## config.mk

```make
export PLATFORM = sky130hd
export DESIGN_NAME = sercmd_ctrl
export DESIGN_NICKNAME = d
export VERILOG_FILES = /design/src/rtl/sercmd_pkg.sv /design/src/rtl/sercmd_decode.sv /design/src/rtl/sercmd_ptr.sv /design/src/rtl/sercmd_irq.sv /design/src/rtl/sercmd_ctrl.sv
export SDC_FILE = /design/constraint.sdc
export NUM_CORES = 1
export LEC_CHECK = 0
export BUFFER_PORTS_ARGS = -buffer_cell sky130_fd_sc_hd__buf_2
export CELL_PAD_IN_SITES_DETAIL_PLACEMENT = 1
export CELL_PAD_IN_SITES_GLOBAL_PLACEMENT = 1
export CORE_UTILIZATION = 30
export DETAILED_ROUTE_END_ITERATION = 10
export GPL_ROUTABILITY_DRIVEN = 0
export GPL_TIMING_DRIVEN = 1
export MAX_ROUTING_LAYER = met4
export PLACE_DENSITY = 0.73
export SYNTH_ARGS = -nofsm -noshare
export SYNTH_HDL_FRONTEND = slang
export SYNTH_HIERARCHICAL = 1
export SYNTH_SLANG_ARGS = --single-unit
```

## constraint.sdc

```tcl
create_clock -name clk -period 2.4 [get_ports clk]
set_input_delay 0.12 -clock clk [delete_from_list [all_inputs] [get_ports clk]]
set_output_delay 0.12 -clock clk [all_outputs]
set_load 0.05 [all_outputs]
```

## src/rtl/sercmd_pkg.sv

```systemverilog
package sercmd_pkg;

    localparam int CMD_W   = 3;
    localparam int SRC_N   = 3;
    localparam int SRC_RX  = 2;
    localparam int SRC_TX  = 1;
    localparam int SRC_EXT = 0;

    typedef enum logic [CMD_W-1:0] {
        CMD_NOP    = 3'b000,
        CMD_PTHI   = 3'b001,
        CMD_IDLE2  = 3'b010,
        CMD_ABORT  = 3'b011,
        CMD_RXARM  = 3'b100,
        CMD_TXCLR  = 3'b101,
        CMD_ERRCLR = 3'b110,
        CMD_IUSCLR = 3'b111
    } cmd_e;

    typedef struct packed {
        logic abort;
        logic rxarm;
        logic txclr;
        logic errclr;
        logic iusclr;
    } cmd_act_t;

    // one-hot of the highest set bit, zero when none set
    function automatic logic [SRC_N-1:0] top_bit(input logic [SRC_N-1:0] v);
        logic [SRC_N-1:0] r;
        r = '0;
        for (int i = 0; i < SRC_N; i++) begin
            if (v[i]) begin
                r    = '0;
                r[i] = 1'b1;
            end
        end
        return r;
    endfunction

endpackage

```

## src/rtl/sercmd_decode.sv

```systemverilog
module sercmd_decode
    import sercmd_pkg::*;
#(
    parameter int PTR_W = 4,
    localparam int LOW_W = PTR_W - 1,
    localparam int FLD_W = LOW_W + CMD_W
) (
    input  logic             wr,
    input  logic             rd,
    input  logic             mux_mode,
    input  logic [FLD_W-1:0] field,
    input  logic [PTR_W-1:0] ptr,
    output cmd_act_t         act,
    output logic             ptr_load,
    output logic             ptr_clr,
    output logic [PTR_W-1:0] ptr_next,
    output logic             shift_upd,
    output logic             shift_val
);

    logic             ctrl_wr;
    cmd_e             cmd;
    logic [LOW_W-1:0] low;

    assign low     = field[LOW_W-1:0];
    assign cmd     = cmd_e'(field[LOW_W +: CMD_W]);
    assign ctrl_wr = wr && (ptr == '0);

    always_comb begin
        act        = '0;
        act.abort  = ctrl_wr && (cmd == CMD_ABORT);
        act.rxarm  = ctrl_wr && (cmd == CMD_RXARM);
        act.txclr  = ctrl_wr && (cmd == CMD_TXCLR);
        act.errclr = ctrl_wr && (cmd == CMD_ERRCLR);
        act.iusclr = ctrl_wr && (cmd == CMD_IUSCLR);
    end

    assign ptr_clr   = (wr || rd) && (ptr != '0);
    assign ptr_load  = ctrl_wr && !mux_mode;
    assign ptr_next  = {cmd == CMD_PTHI, low};
    assign shift_upd = ctrl_wr && mux_mode && !low[LOW_W-1] && low[1];
    assign shift_val = low[0];

endmodule

```

## src/rtl/sercmd_ptr.sv

```systemverilog
module sercmd_ptr #(
    parameter int PTR_W = 4
) (
    input  logic             clk,
    input  logic             rst,
    input  logic             ptr_load,
    input  logic             ptr_clr,
    input  logic [PTR_W-1:0] ptr_next,
    input  logic             shift_upd,
    input  logic             shift_val,
    output logic [PTR_W-1:0] reg_sel,
    output logic             shift_right
);

    always_ff @(posedge clk) begin
        if (rst) begin
            reg_sel     <= '0;
            shift_right <= 1'b0;
        end else begin
            if (ptr_clr)
                reg_sel <= '0;
            else if (ptr_load)
                reg_sel <= ptr_next;
            if (shift_upd)
                shift_right <= shift_val;
        end
    end

endmodule

```

## src/rtl/sercmd_irq.sv

```systemverilog
module sercmd_irq
    import sercmd_pkg::*;
(
    input  logic             clk,
    input  logic             rst,
    input  cmd_act_t         act,
    input  logic             tx_ie,
    input  logic             tx_empty,
    input  logic             tx_load,
    input  logic             crc_done,
    input  logic             rx_first,
    input  logic             rx_spec_mode,
    input  logic             rx_char,
    input  logic             fifo_nonempty,
    input  logic             rx_special,
    input  logic             rx_read,
    input  logic             ext_evt,
    input  logic             int_ack,
    output logic [SRC_N-1:0] pend,
    output logic [SRC_N-1:0] ius,
    output logic             irq,
    output logic             rx_err,
    output logic             hold_head,
    output logic             tx_eom,
    output logic             abort_stb,
    output logic             flush_stb,
    output logic             discard_stb
);

    logic             rx_armed;
    logic             tx_block;
    logic             head_taken;
    logic             rx_fire;
    logic             hold_mode;
    logic [SRC_N-1:0] masked;
    logic [SRC_N-1:0] elig;
    logic [SRC_N-1:0] grant;
    logic [SRC_N-1:0] ius_top;
    logic [SRC_N-1:0] ack_set;
    logic [SRC_N-1:0] rel_clr;

    for (genvar k = 0; k < SRC_N; k++) begin : g_mask
        assign masked[k] = |ius[SRC_N-1:k];
        assign elig[k]   = pend[k] && !masked[k];
    end

    assign grant     = top_bit(elig);
    assign ius_top   = top_bit(ius);
    assign irq       = |elig;
    assign rx_fire   = rx_armed && (rx_char || fifo_nonempty);
    assign hold_mode = rx_first || rx_spec_mode;
    assign hold_head = rx_err && hold_mode;
    assign ack_set   = int_ack ? grant : '0;
    assign rel_clr   = act.iusclr ? ius_top : '0;

    always_ff @(posedge clk) begin
        if (rst) begin
            pend        <= '0;
            ius         <= '0;
            rx_armed    <= 1'b0;
            tx_block    <= 1'b0;
            head_taken  <= 1'b0;
            rx_err      <= 1'b0;
            tx_eom      <= 1'b0;
            abort_stb   <= 1'b0;
            flush_stb   <= 1'b0;
            discard_stb <= 1'b0;
        end else begin
            abort_stb   <= act.abort;
            flush_stb   <= act.abort;
            discard_stb <= act.errclr && hold_head && !head_taken;

            if (act.abort)
                tx_eom <= 1'b1;
            else if (tx_load)
                tx_eom <= 1'b0;

            if (act.txclr)
                tx_block <= 1'b1;
            else if (tx_load || crc_done)
                tx_block <= 1'b0;

            if (act.txclr)
                pend[SRC_TX] <= 1'b0;
            else if (tx_empty && tx_ie && !tx_block)
                pend[SRC_TX] <= 1'b1;
            else if (ack_set[SRC_TX])
                pend[SRC_TX] <= 1'b0;

            if (act.rxarm && rx_first)
                rx_armed <= 1'b1;
            else if (rx_fire)
                rx_armed <= 1'b0;

            if (rx_fire || (rx_special && hold_mode))
                pend[SRC_RX] <= 1'b1;
            else if (ack_set[SRC_RX])
                pend[SRC_RX] <= 1'b0;

            if (ext_evt)
                pend[SRC_EXT] <= 1'b1;
            else if (ack_set[SRC_EXT])
                pend[SRC_EXT] <= 1'b0;

            if (act.errclr) begin
                rx_err     <= 1'b0;
                head_taken <= 1'b0;
            end else begin
                if (rx_special)
                    rx_err <= 1'b1;
                if (rx_read && hold_head)
                    head_taken <= 1'b1;
            end

            ius <= (ius | ack_set) & ~rel_clr;
        end
    end

endmodule

```

## src/rtl/sercmd_ctrl.sv

```systemverilog
module sercmd_ctrl
    import sercmd_pkg::*;
#(
    parameter int DW         = 8,
    parameter int PTR_W      = 4,
    parameter int ABORT_ONES = 10
) (
    input  logic             clk,
    input  logic             rst,
    input  logic             cpu_wr,
    input  logic             cpu_rd,
    input  logic [DW-1:0]    cpu_wdata,
    input  logic             mux_mode,
    input  logic             tx_ie,
    input  logic             tx_empty,
    input  logic             tx_load,
    input  logic             crc_done,
    input  logic             rx_first,
    input  logic             rx_spec_mode,
    input  logic             rx_char,
    input  logic             fifo_nonempty,
    input  logic             rx_special,
    input  logic             rx_read,
    input  logic             ext_evt,
    input  logic             int_ack,
    output logic [PTR_W-1:0] reg_sel,
    output logic             shift_right,
    output logic             irq,
    output logic [SRC_N-1:0] pend,
    output logic [SRC_N-1:0] ius,
    output logic             rx_err,
    output logic             hold_head,
    output logic             tx_eom,
    output logic             abort_stb,
    output logic             flush_stb,
    output logic             discard_stb,
    output logic [3:0]       abort_len
);

    localparam int LOW_W = PTR_W - 1;
    localparam int FLD_W = LOW_W + CMD_W;

    cmd_act_t         act;
    logic             ptr_load;
    logic             ptr_clr;
    logic [PTR_W-1:0] ptr_next;
    logic             shift_upd;
    logic             shift_val;
    logic             unused_hi;

    assign unused_hi = ^cpu_wdata[DW-1:FLD_W];
    assign abort_len = 4'(ABORT_ONES);

    sercmd_decode #(.PTR_W(PTR_W)) u_decode (
        .wr        (cpu_wr),
        .rd        (cpu_rd),
        .mux_mode  (mux_mode),
        .field     (cpu_wdata[FLD_W-1:0]),
        .ptr       (reg_sel),
        .act       (act),
        .ptr_load  (ptr_load),
        .ptr_clr   (ptr_clr),
        .ptr_next  (ptr_next),
        .shift_upd (shift_upd),
        .shift_val (shift_val)
    );

    sercmd_ptr #(.PTR_W(PTR_W)) u_ptr (
        .clk         (clk),
        .rst         (rst),
        .ptr_load    (ptr_load),
        .ptr_clr     (ptr_clr),
        .ptr_next    (ptr_next),
        .shift_upd   (shift_upd),
        .shift_val   (shift_val),
        .reg_sel     (reg_sel),
        .shift_right (shift_right)
    );

    sercmd_irq u_irq (
        .clk           (clk),
        .rst           (rst),
        .act           (act),
        .tx_ie         (tx_ie),
        .tx_empty      (tx_empty),
        .tx_load       (tx_load),
        .crc_done      (crc_done),
        .rx_first      (rx_first),
        .rx_spec_mode  (rx_spec_mode),
        .rx_char       (rx_char),
        .fifo_nonempty (fifo_nonempty),
        .rx_special    (rx_special),
        .rx_read       (rx_read),
        .ext_evt       (ext_evt),
        .int_ack       (int_ack),
        .pend          (pend),
        .ius           (ius),
        .irq           (irq),
        .rx_err        (rx_err),
        .hold_head     (hold_head),
        .tx_eom        (tx_eom),
        .abort_stb     (abort_stb),
        .flush_stb     (flush_stb),
        .discard_stb   (discard_stb)
    );

endmodule

```

After elaboration in Yosys (flattened, before gate mapping). Index checks and enable logic that the tools add are counted.

Output and inout port bits: 22. Word-level logic and storage cells: 91. Bits of input ports: 25. Register bits after elaboration: 18.

Bitwise logic cells: 3. Reduce and logical (&&, ||, !) cells: 49. Eq/ne operators: 6. Multiplexer cells: 20.

Operators by type and width (count): $logic_and A1 B1 Y1 (23); $mux W3 (5); $mux W1 (14); $eq A3 B3 Y1 const B (4); $reduce_bool A2 Y1 (6); $reduce_or A2 Y1 (4); $logic_not A1 Y1 (7); $reduce_or A3 Y1 (2); $logic_or A1 B1 Y1 (5); $logic_not A4 Y1 (1); $reduce_bool A4 Y1 (1); $and A3 B3 Y3 (1); $eq A3 B1 Y1 const B (1); $eq A3 B2 Y1 const B (1); $not A3 Y3 (1); $or A3 B3 Y3 (1); $mux W2 (1).

Logic depth before layout (Yosys ltp).
Word-level depth: 9. Mapped depth: 6. Gate-level depth less buffers: 5.

By module. The synthesis kept the hierarchy.

By module, submodules not included: sercmd_irq (times used 1, seq. area each 260.2 µm², area an instance 508.0 µm², cells each 58); sercmd_ptr (times used 1, seq. area each 100.1 µm², area an instance 178.9 µm², cells each 16); sercmd_decode (times used 1, seq. area each 0.0 µm², area an instance 158.9 µm², cells each 21); sercmd_ctrl (times used 1, seq. area each 0.0 µm², area an instance 37.5 µm², cells each 6).

Least setup slack after synthesis. No wires, ideal clock.

Kind: flip-flop to output port. Start point: register u_irq.pend[0]. End point: output irq. Cell stages (with the launch flop): 3. Data required time: 2280 ps. Path buffers: 0. Arrival time: 1962 ps. Setup slack: 318 ps. Path through: dfxtp_1 a21oi_1 o31ai_1.

Cells in the longest elaborated chain, start to end: 2.

RTL lines: start: declaration (RTL line sercmd_irq.sv:19) `output logic [SRC_N-1:0] pend,`; start signal: assignment (RTL line sercmd_irq.sv:58) `pend <= '0;`; start signal: indexed assignment (RTL line sercmd_irq.sv:84) `pend[SRC_TX] <= 1'b0;`; start signal: indexed assignment (RTL line sercmd_irq.sv:86) `pend[SRC_TX] <= 1'b1;`; $logic_and A1 B1 Y1 (RTL line sercmd_irq.sv:44) `assign elig[k] = pend[k] && !masked[k];`; $reduce_or A3 Y1 (RTL line sercmd_irq.sv:49) `assign irq = |elig;`; end: declaration (RTL line sercmd_ctrl.sv:28) `output logic irq,`.

Every way passes these cells.

==> results.toml <==
[clock_tree]
clk_latency_ps = 280
cts_made_buffers = 3
clockBufferDepth = 2
cts_resized = 0
cts-htree-levels = 1
post-cts-setup-buffer-count = 0
hold_buffers = 0
cts_root_buffer = "clkbuf_4"
cts_tree = "built"
path_clk_slew_ps = 90
clock_sinks = 18

[sta]
timing.hold.ws_ps = 90.8
finalHoldViolCount = 0
min_period_ps = 1750
skew_ps = 1.13
max_freq_ghz = 0.571
rsz0062_at_grt = "false"
setup_viol = 0
period_share_pct = 73.0
drv_slew = 0
setup_tns_ps = 0

[critical_path]
crit_start = "u_ptr/reg_sel[1]"
path_buf_inv = 0
path_cells = "or4_4, nor3_1, nand2b_1, o21ai_0, a21oi_1"
crit_family = "simple AND/OR/NAND/NOR gates"
ff2ff_path_depth = 5
end_kind = "flop"
crit_fanout = 8
startpoint_type = "flop"
worstPathArrival_ps = 1920
r2r_end = "u_irq/ius[0]"
reg2reg_from = "u_ptr/reg_sel[1]"
cp.depth = 5
crit_type = "flop to flop"
ff2ff_setup_slack_ps = 650
crit_end = "u_irq/ius[0]"
slowest_stage = "or4_4"
max_stage_delay_ps = 610
cp_data_required_time_ps = 2570

[final_layout]
seq_area_um2 = 360
final_common_cell = "buf_2"
final_cell_mix = "buf_2 (40), dfxtp_1 (18), nor2_1 (15)"
nNetsFinal = 162
nFillCells = 352
multiInputGateArea_um2 = 424
antennaDiodeCount = 0
areaGrowthSynthToFinish_pct = 21.4
drive_gt1_share_pct = 34.8

[synthesis]
yosysSeqAreaShare_pct = 40.8
netlist_instances = 101
yosysTopAreaCell = "dfxtp_1"
ys_types = 31
syn_avg_cell_area_um2 = 8.75
ys.warnings.count = 6
synth-edff-count = 0
ys_ff_latch = 18
synthTopCellsByArea = "dfxtp_1 (41%), buf_4 (7.6%), nor2_1 (6.4%), mux2i_1 (5.7%), nor3_1 (5.1%)"
netlist_area_um2 = 883
ys_async_sr_fraction_pct = 0
synth_flop_cell = "dfxtp_1"
synthDominantCellAreaShare_pct = 40.8

[power]
peakVddDrop_mv = 0.352
p_leak_nw = 0.503
powerDensity_nw_per_um2 = 610

[route]
postRouteAntennaNets = 0
routedWlPerCell_um = 12.4
drt_iter0_drc = 13
route.detailed.drc = 0
routed_wl_mm = 2.07
firstDrtPassIters = 3
num_vias = 815
vias_per_cell = 4.91

[global_routing]
grt_use_met3_pct = 2.53
track_usage_pct = 13.6
grt_max_degree = 19
grt-ovfl-total = 0
grt.busiest_layer = "met2"
met1_usage_pct = 14.9
grt_pass1_vias = 797
antenna_found_initial = 0
met2_usage_pct = 23.8
grt_pass1_wl_mm = 3.31

[die]
initial_core_util_pct = 31.8
die_height_um = 56.3
die-area_um2 = 3170
std_cell_rows = 19
core_um2 = 2780
ios = 47
chipWidth_um = 56.3

[status]
status = "complete, no violations"

[hold_path]
hold_path_class = "input pin to flop"

[placed_design]
io_buffers = 40
dp_hpwl_mm = 1.64

[run]
maxCapViolations = 0
## power by group
part	internal, W	total, W	switching, W
sequential	0.000313	0.000325	0.0000122
combinational	0.0000582	0.000186	0.000128
clock	0.0000582	0.000143	0.0000848
## synth_stat cells, types with 2 or more instances
| master | count |
|---|---|
| a21oi_1 | 5 |
| a2bb2oi_1 | 2 |
| buf_4 | 9 |
| conb_1 | 2 |
| dfxtp_1 | 18 |
| inv_1 | 5 |
| mux2i_1 | 5 |
| nand2_1 | 3 |
| nand2b_1 | 3 |
| nand4b_1 | 2 |
| nor2_1 | 15 |
| nor3_1 | 9 |
| o21a_1 | 2 |
| o21ai_0 | 4 |
## per-layer routing
metal	up-vias	routed length (µm)
met3	4	129
met2	26	1010
li1	406	-
met5	-	0
met4	0	29
met1	379	897
## worst min-delay path by stage
stage / startpoint / endpoint / slack [ps] / cells after the start
5_1_grt: ext_evt / u_irq/pend[0] / 100 / 3
2_1_floorplan: rst / u_irq/flush_stb / 190 / 1
3_5_place_dp: cpu_wdata[0] / u_ptr/shift_right / 390 / 3
6_report: cpu_wdata[0] / u_ptr/shift_right / 90 / 3
4_1_cts: cpu_wdata[0] / u_ptr/shift_right / 90 / 3
3_3_place_gp: cpu_wdata[0] / u_ptr/shift_right / 380 / 3
## tightest hold or removal path, delay by kind of cell
family	cells	cell delay, ps
buffers and inverters	1	80
multiplexers	1	60
AND/OR/NAND/NOR	1	80
## logic make-up (layout without fill, tap and decap cells)
group	count (synthesis)	in the layout	share of synthesized area, %
and+or+nand+nor	42	42	28.6
DFF	18	18	40.8
AOI/OAI and AO/OA	17	17	12.0
buffers and inverters	17	49	12.0
muxes	5	5	5.67
other	2	4	0.850
## state kept, by name, indices dropped and copies added (netlist names)
signal	count
u_ptr/reg_sel	4
u_irq/ius	3
u_irq/pend	3
u_irq/discard_stb	1
u_irq/flush_stb	1
u_irq/head_taken	1
u_irq/rx_armed	1
u_irq/rx_err	1
u_irq/tx_block	1
u_irq/tx_eom	1
u_ptr/shift_right	1
## cell type report
class	instances	share of cell area [%]
tap	31	3.62
multi-input combinational	68	39.6
clock buffer	3	2.10
sequential	18	33.6
timing repair buffer	41	19.4
inverter	5	1.75
## per-stage QoR
step	worst slack (ps)	instance area [µm²]	power, W	utilization [%]	cells
6_report	649	1070	0.000655	38.6	166
4_1_cts	651	1070	0.000663	38.6	166
3_5_place_dp	666	1050	0.000519	37.7	163
3_3_place_gp	726	1050	0.000514	37.7	163
2_1_floorplan	318	891	0.000479	-	103
5_1_grt	539	1070	0.000686	38.6	166
Note: power is estimated with default switching activity, not from simulation.
